File: src/rtl/eic_pkg.sv
package eic_pkg;
   localparam int REG_ADDR_W = 3;

   typedef enum logic [REG_ADDR_W-1:0] {
      REG_UNMASK = 3'd0,
      REG_MASK   = 3'd1,
      REG_ACK    = 3'd2,
      REG_TRIG   = 3'd3,
      REG_RISE   = 3'd4,
      REG_HIGH   = 3'd5,
      REG_STATUS = 3'd6,
      REG_SPARE  = 3'd7
   } eic_reg_e;

   typedef struct packed {
      logic level_mode;
      logic rise_sel;
      logic high_sel;
   } eic_line_cfg_t;
endpackage

File: src/rtl/eic_sync.sv
module eic_sync #(
   parameter int LINES  = 8,
   parameter int STAGES = 2
) (
   input  logic             clk,
   input  logic             rst_n,
   input  logic [LINES-1:0] async_i,
   output logic [LINES-1:0] sync_o
);
   localparam int LAST = STAGES - 1;

   if (STAGES < 2) begin : g_bad_stages
      $error("eic_sync: STAGES must be at least 2");
   end

   logic [STAGES-1:0][LINES-1:0] stg_q;

   for (genvar s = 0; s < STAGES; s++) begin : g_stage
      if (s == 0) begin : g_first
         always_ff @(posedge clk or negedge rst_n) begin
            if (!rst_n) stg_q[s] <= '0;
            else        stg_q[s] <= async_i;
         end
      end else begin : g_next
         always_ff @(posedge clk or negedge rst_n) begin
            if (!rst_n) stg_q[s] <= '0;
            else        stg_q[s] <= stg_q[s-1];
         end
      end
   end

   assign sync_o = stg_q[LAST];
endmodule

File: src/rtl/eic_detect.sv
module eic_detect #(
   parameter int LINES = 8
) (
   input  logic             clk,
   input  logic             rst_n,
   input  logic [LINES-1:0] sync_i,
   input  logic [LINES-1:0] trig_level_i,
   input  logic [LINES-1:0] rise_sel_i,
   input  logic [LINES-1:0] high_sel_i,
   input  logic [LINES-1:0] ack_i,
   output logic [LINES-1:0] pend_o
);
   import eic_pkg::*;

   logic [LINES-1:0] prev_q;
   logic [LINES-1:0] latch_q;
   logic [LINES-1:0] edge_evt;

   for (genvar i = 0; i < LINES; i++) begin : g_line
      eic_line_cfg_t cfg;
      logic          went_up;
      logic          went_down;
      logic          at_active;

      assign cfg.level_mode = trig_level_i[i];
      assign cfg.rise_sel   = rise_sel_i[i];
      assign cfg.high_sel   = high_sel_i[i];

      assign went_up   =  sync_i[i] & ~prev_q[i];
      assign went_down = ~sync_i[i] &  prev_q[i];
      assign at_active = ~(sync_i[i] ^ cfg.high_sel);
      assign edge_evt[i] = ~cfg.level_mode &
                           (cfg.rise_sel ? went_up : went_down);

      always_ff @(posedge clk or negedge rst_n) begin
         if (!rst_n) begin
            prev_q[i]  <= 1'b0;
            latch_q[i] <= 1'b0;
         end else begin
            prev_q[i] <= sync_i[i];
            if (cfg.level_mode)   latch_q[i] <= 1'b0;
            else if (edge_evt[i]) latch_q[i] <= 1'b1;
            else if (ack_i[i])    latch_q[i] <= 1'b0;
         end
      end

      assign pend_o[i] = cfg.level_mode ? at_active : latch_q[i];

      AST_EDGE_LATCHES: assert property (@(posedge clk) disable iff (!rst_n)
         (edge_evt[i]) |=> latch_q[i]) else $error("edge not latched");
      AST_EDGE_BEATS_ACK: assert property (@(posedge clk) disable iff (!rst_n)
         (edge_evt[i] && ack_i[i]) |=> latch_q[i]) else $error("ack beat edge");
      AST_ACK_CLEARS: assert property (@(posedge clk) disable iff (!rst_n)
         (!edge_evt[i] && ack_i[i] && !trig_level_i[i]) |=> !latch_q[i]) else $error("ack ignored");
      AST_LEVEL_DROPS_LATCH: assert property (@(posedge clk) disable iff (!rst_n)
         (trig_level_i[i]) |=> !latch_q[i]) else $error("latch kept in level mode");
   end
endmodule

File: src/rtl/eic_regs.sv
module eic_regs #(
   parameter int LINES  = 8,
   parameter int DATA_W = 32
) (
   input  logic                        clk,
   input  logic                        rst_n,
   input  logic                        wr_i,
   input  logic [eic_pkg::REG_ADDR_W-1:0] addr_i,
   input  logic [DATA_W-1:0]           wdata_i,
   output logic [DATA_W-1:0]           rdata_o,
   input  logic [LINES-1:0]            pend_i,
   output logic [LINES-1:0]            unmask_o,
   output logic [LINES-1:0]            trig_level_o,
   output logic [LINES-1:0]            rise_sel_o,
   output logic [LINES-1:0]            high_sel_o,
   output logic [LINES-1:0]            ack_o
);
   import eic_pkg::*;

   localparam int PAD_W = DATA_W - LINES;

   eic_reg_e         sel;
   logic [LINES-1:0] wbits;
   logic [LINES-1:0] en_q, trig_q, rise_q, high_q;
   logic [LINES-1:0] status;
   logic [LINES-1:0] rd_narrow;

   assign sel   = eic_reg_e'(addr_i);
   assign wbits = wdata_i[LINES-1:0];

   always_ff @(posedge clk or negedge rst_n) begin
      if (!rst_n) begin
         en_q   <= '0;
         trig_q <= '0;
         rise_q <= '0;
         high_q <= '0;
      end else if (wr_i) begin
         case (sel)
            REG_UNMASK: en_q   <= en_q | wbits;
            REG_MASK:   en_q   <= en_q & ~wbits;
            REG_TRIG:   trig_q <= wbits;
            REG_RISE:   rise_q <= wbits;
            REG_HIGH:   high_q <= wbits;
            default:    ;
         endcase
      end
   end

   assign ack_o  = (wr_i && sel == REG_ACK) ? wbits : '0;
   assign status = pend_i & en_q;

   always_comb begin
      case (sel)
         REG_UNMASK, REG_MASK: rd_narrow = en_q;
         REG_TRIG:             rd_narrow = trig_q;
         REG_RISE:             rd_narrow = rise_q;
         REG_HIGH:             rd_narrow = high_q;
         REG_STATUS:           rd_narrow = status;
         default:              rd_narrow = '0;
      endcase
   end

   if (PAD_W > 0) begin : g_pad
      assign rdata_o = {{PAD_W{1'b0}}, rd_narrow};
   end else begin : g_full
      assign rdata_o = rd_narrow;
   end

   assign unmask_o     = en_q;
   assign trig_level_o = trig_q;
   assign rise_sel_o   = rise_q;
   assign high_sel_o   = high_q;

   AST_UNMASK_SETS: assert property (@(posedge clk) disable iff (!rst_n)
      (wr_i && sel == REG_UNMASK) |=> ((en_q & $past(wbits)) == $past(wbits))) else $error("unmask lost");
   AST_UNMASK_KEEPS: assert property (@(posedge clk) disable iff (!rst_n)
      (wr_i && sel == REG_UNMASK) |=> ((en_q & $past(en_q)) == $past(en_q))) else $error("unmask dropped a line");
   AST_MASK_CLEARS: assert property (@(posedge clk) disable iff (!rst_n)
      (wr_i && sel == REG_MASK) |=> ((en_q & $past(wbits)) == '0)) else $error("mask lost");
   AST_MASK_KEEPS: assert property (@(posedge clk) disable iff (!rst_n)
      (wr_i && sel == REG_MASK) |=> ((en_q & ~$past(wbits)) == ($past(en_q) & ~$past(wbits)))) else $error("mask hit other line");
endmodule

File: src/rtl/ext_irq_conditioner.sv
module ext_irq_conditioner #(
   parameter int NUM_LINES   = 8,
   parameter int DATA_W      = 32,
   parameter int SYNC_STAGES = 2
) (
   input  logic                 clk,
   input  logic                 rst_n,
   input  logic [NUM_LINES-1:0] irq_pin_i,
   input  logic                 reg_wr_i,
   input  logic [2:0]           reg_addr_i,
   input  logic [DATA_W-1:0]    reg_wdata_i,
   output logic [DATA_W-1:0]    reg_rdata_o,
   output logic                 irq_req_o
);
   if (NUM_LINES < 1 || NUM_LINES > DATA_W) begin : g_bad_lines
      $error("ext_irq_conditioner: NUM_LINES must lie in 1..DATA_W");
   end
   if (eic_pkg::REG_ADDR_W != 3) begin : g_bad_addr
      $error("ext_irq_conditioner: register address width mismatch");
   end

   logic [NUM_LINES-1:0] pin_sync;
   logic [NUM_LINES-1:0] pend;
   logic [NUM_LINES-1:0] unmask;
   logic [NUM_LINES-1:0] trig_level;
   logic [NUM_LINES-1:0] rise_sel;
   logic [NUM_LINES-1:0] high_sel;
   logic [NUM_LINES-1:0] ack;

   eic_sync #(.LINES(NUM_LINES), .STAGES(SYNC_STAGES)) u_sync (
      .clk    (clk),
      .rst_n  (rst_n),
      .async_i(irq_pin_i),
      .sync_o (pin_sync)
   );

   eic_detect #(.LINES(NUM_LINES)) u_detect (
      .clk         (clk),
      .rst_n       (rst_n),
      .sync_i      (pin_sync),
      .trig_level_i(trig_level),
      .rise_sel_i  (rise_sel),
      .high_sel_i  (high_sel),
      .ack_i       (ack),
      .pend_o      (pend)
   );

   eic_regs #(.LINES(NUM_LINES), .DATA_W(DATA_W)) u_regs (
      .clk         (clk),
      .rst_n       (rst_n),
      .wr_i        (reg_wr_i),
      .addr_i      (reg_addr_i),
      .wdata_i     (reg_wdata_i),
      .rdata_o     (reg_rdata_o),
      .pend_i      (pend),
      .unmask_o    (unmask),
      .trig_level_o(trig_level),
      .rise_sel_o  (rise_sel),
      .high_sel_o  (high_sel),
      .ack_o       (ack)
   );

   assign irq_req_o = |(pend & unmask);

   AST_MASKED_QUIET: assert property (@(posedge clk) disable iff (!rst_n)
      (unmask == '0) |-> !irq_req_o) else $error("request while all masked");
   AST_PEND_NEEDS_PIN: assert property (@(posedge clk) disable iff (!rst_n)
      (trig_level != '0 && $stable(trig_level) && $stable(high_sel))
      |-> ((pend & trig_level) == (~(pin_sync ^ high_sel) & trig_level))) else $error("level pend mismatch");
endmodule

File: config.mk
export PLATFORM = sky130hd
export DESIGN_NAME = ext_irq_conditioner
export DESIGN_NICKNAME = d
export VERILOG_FILES = /design/src/rtl/eic_pkg.sv /design/src/rtl/eic_sync.sv /design/src/rtl/eic_detect.sv /design/src/rtl/eic_regs.sv /design/src/rtl/ext_irq_conditioner.sv
export SDC_FILE = /design/constraint.sdc
export NUM_CORES = 1
export LEC_CHECK = 0
export CAP_MARGIN = 0
export CORE_MARGIN = 4
export CORE_UTILIZATION = 46
export CTS_BUF_LIST = sky130_fd_sc_hd__clkbuf_8
export CTS_CLUSTER_DIAMETER = 120
export DETAILED_ROUTE_END_ITERATION = 8
export GPL_TIMING_DRIVEN = 1
export MAX_ROUTING_LAYER = met4
export PLACE_DENSITY_LB_ADDON = 0.1
export RECOVER_POWER = 25
export SKIP_LAST_GASP = 1
export SLEW_MARGIN = 20
export SYNTH_ARGS = -nofsm -noshare
export SYNTH_HDL_FRONTEND = slang
export SYNTH_SLANG_ARGS = --single-unit
export TNS_END_PERCENT = 50
File: constraint.sdc
create_clock -name clk -period 1.15 [get_ports clk]
set_input_delay 0.23 -clock clk [delete_from_list [all_inputs] [get_ports clk]]
set_output_delay 0.23 -clock clk [all_outputs]
set_load 0.03 [all_outputs]
==> flow_summary.yaml <==
power:
  worst_ir_drop_vdd_v: 0.001156
  static-leakage-power_nw: 1.989
  p_per_area_nw_per_um2: 1601
detailed_routing:
  drt_drc_violations_left: 0
  routed_via_density: 4.795
  drt-pass1-iter-count: 5
  detailedRoute.firstIterationViolations: 98
  final_routed_wire_length_divided_by_cell_count_um: 14.02
  vias: 2297
  detail-route-antenna-nets: 0
  totalWireLength_um: 6717
outcome:
  run_status: "complete, but fails checks"
  violations: "negative setup slack"
timing:
  fmaxAchievable_ghz: 0.5284
  period_needed_ps: 1892
  fin_worst_skew_ps: 9.099
  setup_ws_ps: -742.5
  final-hold-violation-count: 0
  final_max_slew_violation_count: 0
  setup_viol: 12
  max_slew_margin_pct: 62.03
  worst_hold_slack_ps: 196.4
  setup_repair_after_global_routing_missed_its_margin: "true"
  final.period_utilization_pct: 164.6
  measured_slew_at_the_worst_slew_check_pin_ps: 569.5
logic_synthesis:
  synth_top_area_cell: "sky130_fd_sc_hd__dfrtp_1"
  synth.ff_latch_count: 64
  synth_area_um2: 3105
  post_synth_inst_count: 292
  seq_area_frac_synth_pct: 51.57
  synth.distinct_cells: 25
  synth-async-reset-ratio_pct: 100.0
  synthesis.area_per_instance_um2: 10.64
  synth_enable_flop_cells: 0
  post-synth-top-area-fraction_pct: 51.57
  synth-main-ff-cell: "sky130_fd_sc_hd__dfrtp_1"
  synth_area_leaders: "sky130_fd_sc_hd__dfrtp_1 52%, sky130_fd_sc_hd__mux2_4 7.7%, sky130_fd_sc_hd__buf_4 6.0%"
  yosysWarningCount: 0
clock_tree:
  cts-htree-levels: 3
  tritoncts: "yes"
  clkSlewWorstSetupHoldPaths_ps: 70
  tritoncts.num_buffers: 9
  clock_tree.root_cell: "sky130_fd_sc_hd__clkbuf_8"
  clkSinkCount: 64
  cts-root-to-sink-buffers: 2
  clkLatencyLatePin_ps: 340
worst_hold_path:
  hold_class: "primary input to flip-flop"
  min-delay-start: "reg_addr_i[0]"
  hold_depth: 3
worst_setup_path:
  worst_r2r_dst: "u_detect.latch_q[6]$_DFFE_PN0P_"
  crit_fanout: 2
  startpoint: "u_sync.sync_o[0]$_DFF_PN0_"
  slack_of_the_worst_reg_to_reg_path_ps: 170
  worst_setup_path_end_kind: "output pin"
  ff2ff_path_depth: 4
  critical_path_launch_point_type: "flip-flop"
  worst_ep_arrival_time_ps: 1660
  worst_r2r_startpoint: "u_sync.sync_o[6]$_DFF_PN0_"
  crit_type: "flip-flop to output pin"
  cp.required_ps: 920
grt:
  grt_overflow_total: 0
  gr-usage-all-layers_pct: 18.20
  grt_pass1_vias: 2336
  grt_max_degree: 65
  grt_pass1_wl_um: 11420
  antenna_found_initial: 0
floorplan:
  core-area_um2: 6459
  die_area_um2: 8130
  die_w_um: 90.17
  rows: 29
  io-pin-count: 79
  floorplan.initialDensity_pct: 48.08
  floorplan.die.height_um: 90.17
final_layout:
  most-common-layout-cells: "64 x sky130_fd_sc_hd__dfrtp_1, 61 x sky130_fd_sc_hd__buf_4, 47 x sky130_fd_sc_hd__nand2_1, 33 x sky130_fd_sc_hd__nor2_1, 24 x sky130_fd_sc_hd__conb_1"
  multi_input_comb_area_um2: 1443
  layout.cells.most_common: "sky130_fd_sc_hd__dfrtp_1"
  area_growth_pct: 35.74
  fillers: 550
  drive_above_1_share_pct: 35.82
  num_antenna_cells: 0
  nets: 443
  layout.cells.non_filler: 479
  layout.area.seq_um2: 1602
placement:
  portBuffers: 30
  globalplace.congestion: 0.8298
  dpl.cell_count: 458
  dp.final_hpwl_um: 4798
  pre_cts_slack_ps: -864.2
flow_run:
  drv.max_cap_violation_count: 0
[metrics by stage]
| step | area, um2 | total power, mW | setup TNS (ps) | utilization (%) |
|---|---|---|---|---|
| after floorplan | 3257 | 3.998 | -2994 | - |
| after global placement | 3920 | 4.836 | -33660 | 60.69 |
| after detailed placement | 3920 | 4.873 | -35180 | 60.69 |
| after CTS | 4173 | 6.774 | -5604 | 64.61 |
| after global routing | 4215 | 7.148 | -6119 | 65.27 |
| final | 4215 | 6.747 | -5212 | 65.27 |
[worst max path at each step]
stage          slack [ps]        endpoint  depth (start not counted)
6_report             -740       irq_req_o                          6
5_1_grt              -820       irq_req_o                          6
4_1_cts              -850       irq_req_o                          6
3_5_place_dp         -860       irq_req_o                          6
3_3_place_gp         -810       irq_req_o                          6
2_1_floorplan        -180  reg_rdata_o[0]                          4
[critical path: stages, from the launching register on]
cell	delay, ps
sky130_fd_sc_hd__dfrtp_1	390
sky130_fd_sc_hd__xor2_1	170
sky130_fd_sc_hd__o21ai_1	110
sky130_fd_sc_hd__nor4_2	300
sky130_fd_sc_hd__buf_4	160
sky130_fd_sc_hd__nand2_2	60
sky130_fd_sc_hd__buf_6	150
[power breakdown]
group	switching [mW]	leakage, nW	internal (mW)
Sequential	0.261	0.771	2.61
Combinational	0.957	1.11	1.13
Clock	0.823	0.107	0.966
Total	2.04	1.99	4.71
[Yosys cell counts (all sizes together) (2+ instances only)]
cell type  count
o21ai         16
mux2          24
xor2           8
dfrtp         64
a21oi         30
nand3b         8
buf           33
a22oi          8
nor2          33
nand2         48
nor4           2
mux2i          8
[layer usage]
| layer | wire, um | vias to the layer above | part of all wire (%) | GRT usage, % |
|---|---|---|---|---|
| li1 | - | 1156 | - | - |
| met1 | 3250 | 1085 | 48 | 24.74 |
| met2 | 3109 | 47 | 46 | 27.01 |
| met3 | 260 | 9 | 3.9 | 3.673 |
| met4 | 96 | 0 | 1.4 | 6.888 |
| met5 | 0 | - | 0 | - |
[cell families after synthesis]
kind of cell	count (synthesis)	share of synthesized area [%]
and+or+nand+nor	98	14.95
buffers and inverters	34	8.259
DFF	64	51.57
other	1	0.1208
muxes	32	13.22
xor gates and xnor gates	8	2.256
AOI/OAI and AO/OA	55	9.629
[area by class of cell]
class                           instances  area share [%]
Timing Repair Buffer                  105           21.22
Multi-Input combinational cell        217           34.22
Clock inverter                          7           1.336
Tap cell                               77           2.286
Clock buffer                            9           2.939
Sequential cell                        64           37.99
[timing repair]
action                                  in CTS  in global routing
buffers inserted                             3                  2
pin swaps                                   11                  8
endpoints found under the setup margin      49                 27
gates resized for setup                     32                 21
endpoints found under the hold margin       64                  0
hold buffers                                 1                  0
gates cloned                                 0                  0
No activity file was read; power rests on OpenSTA's default activity.
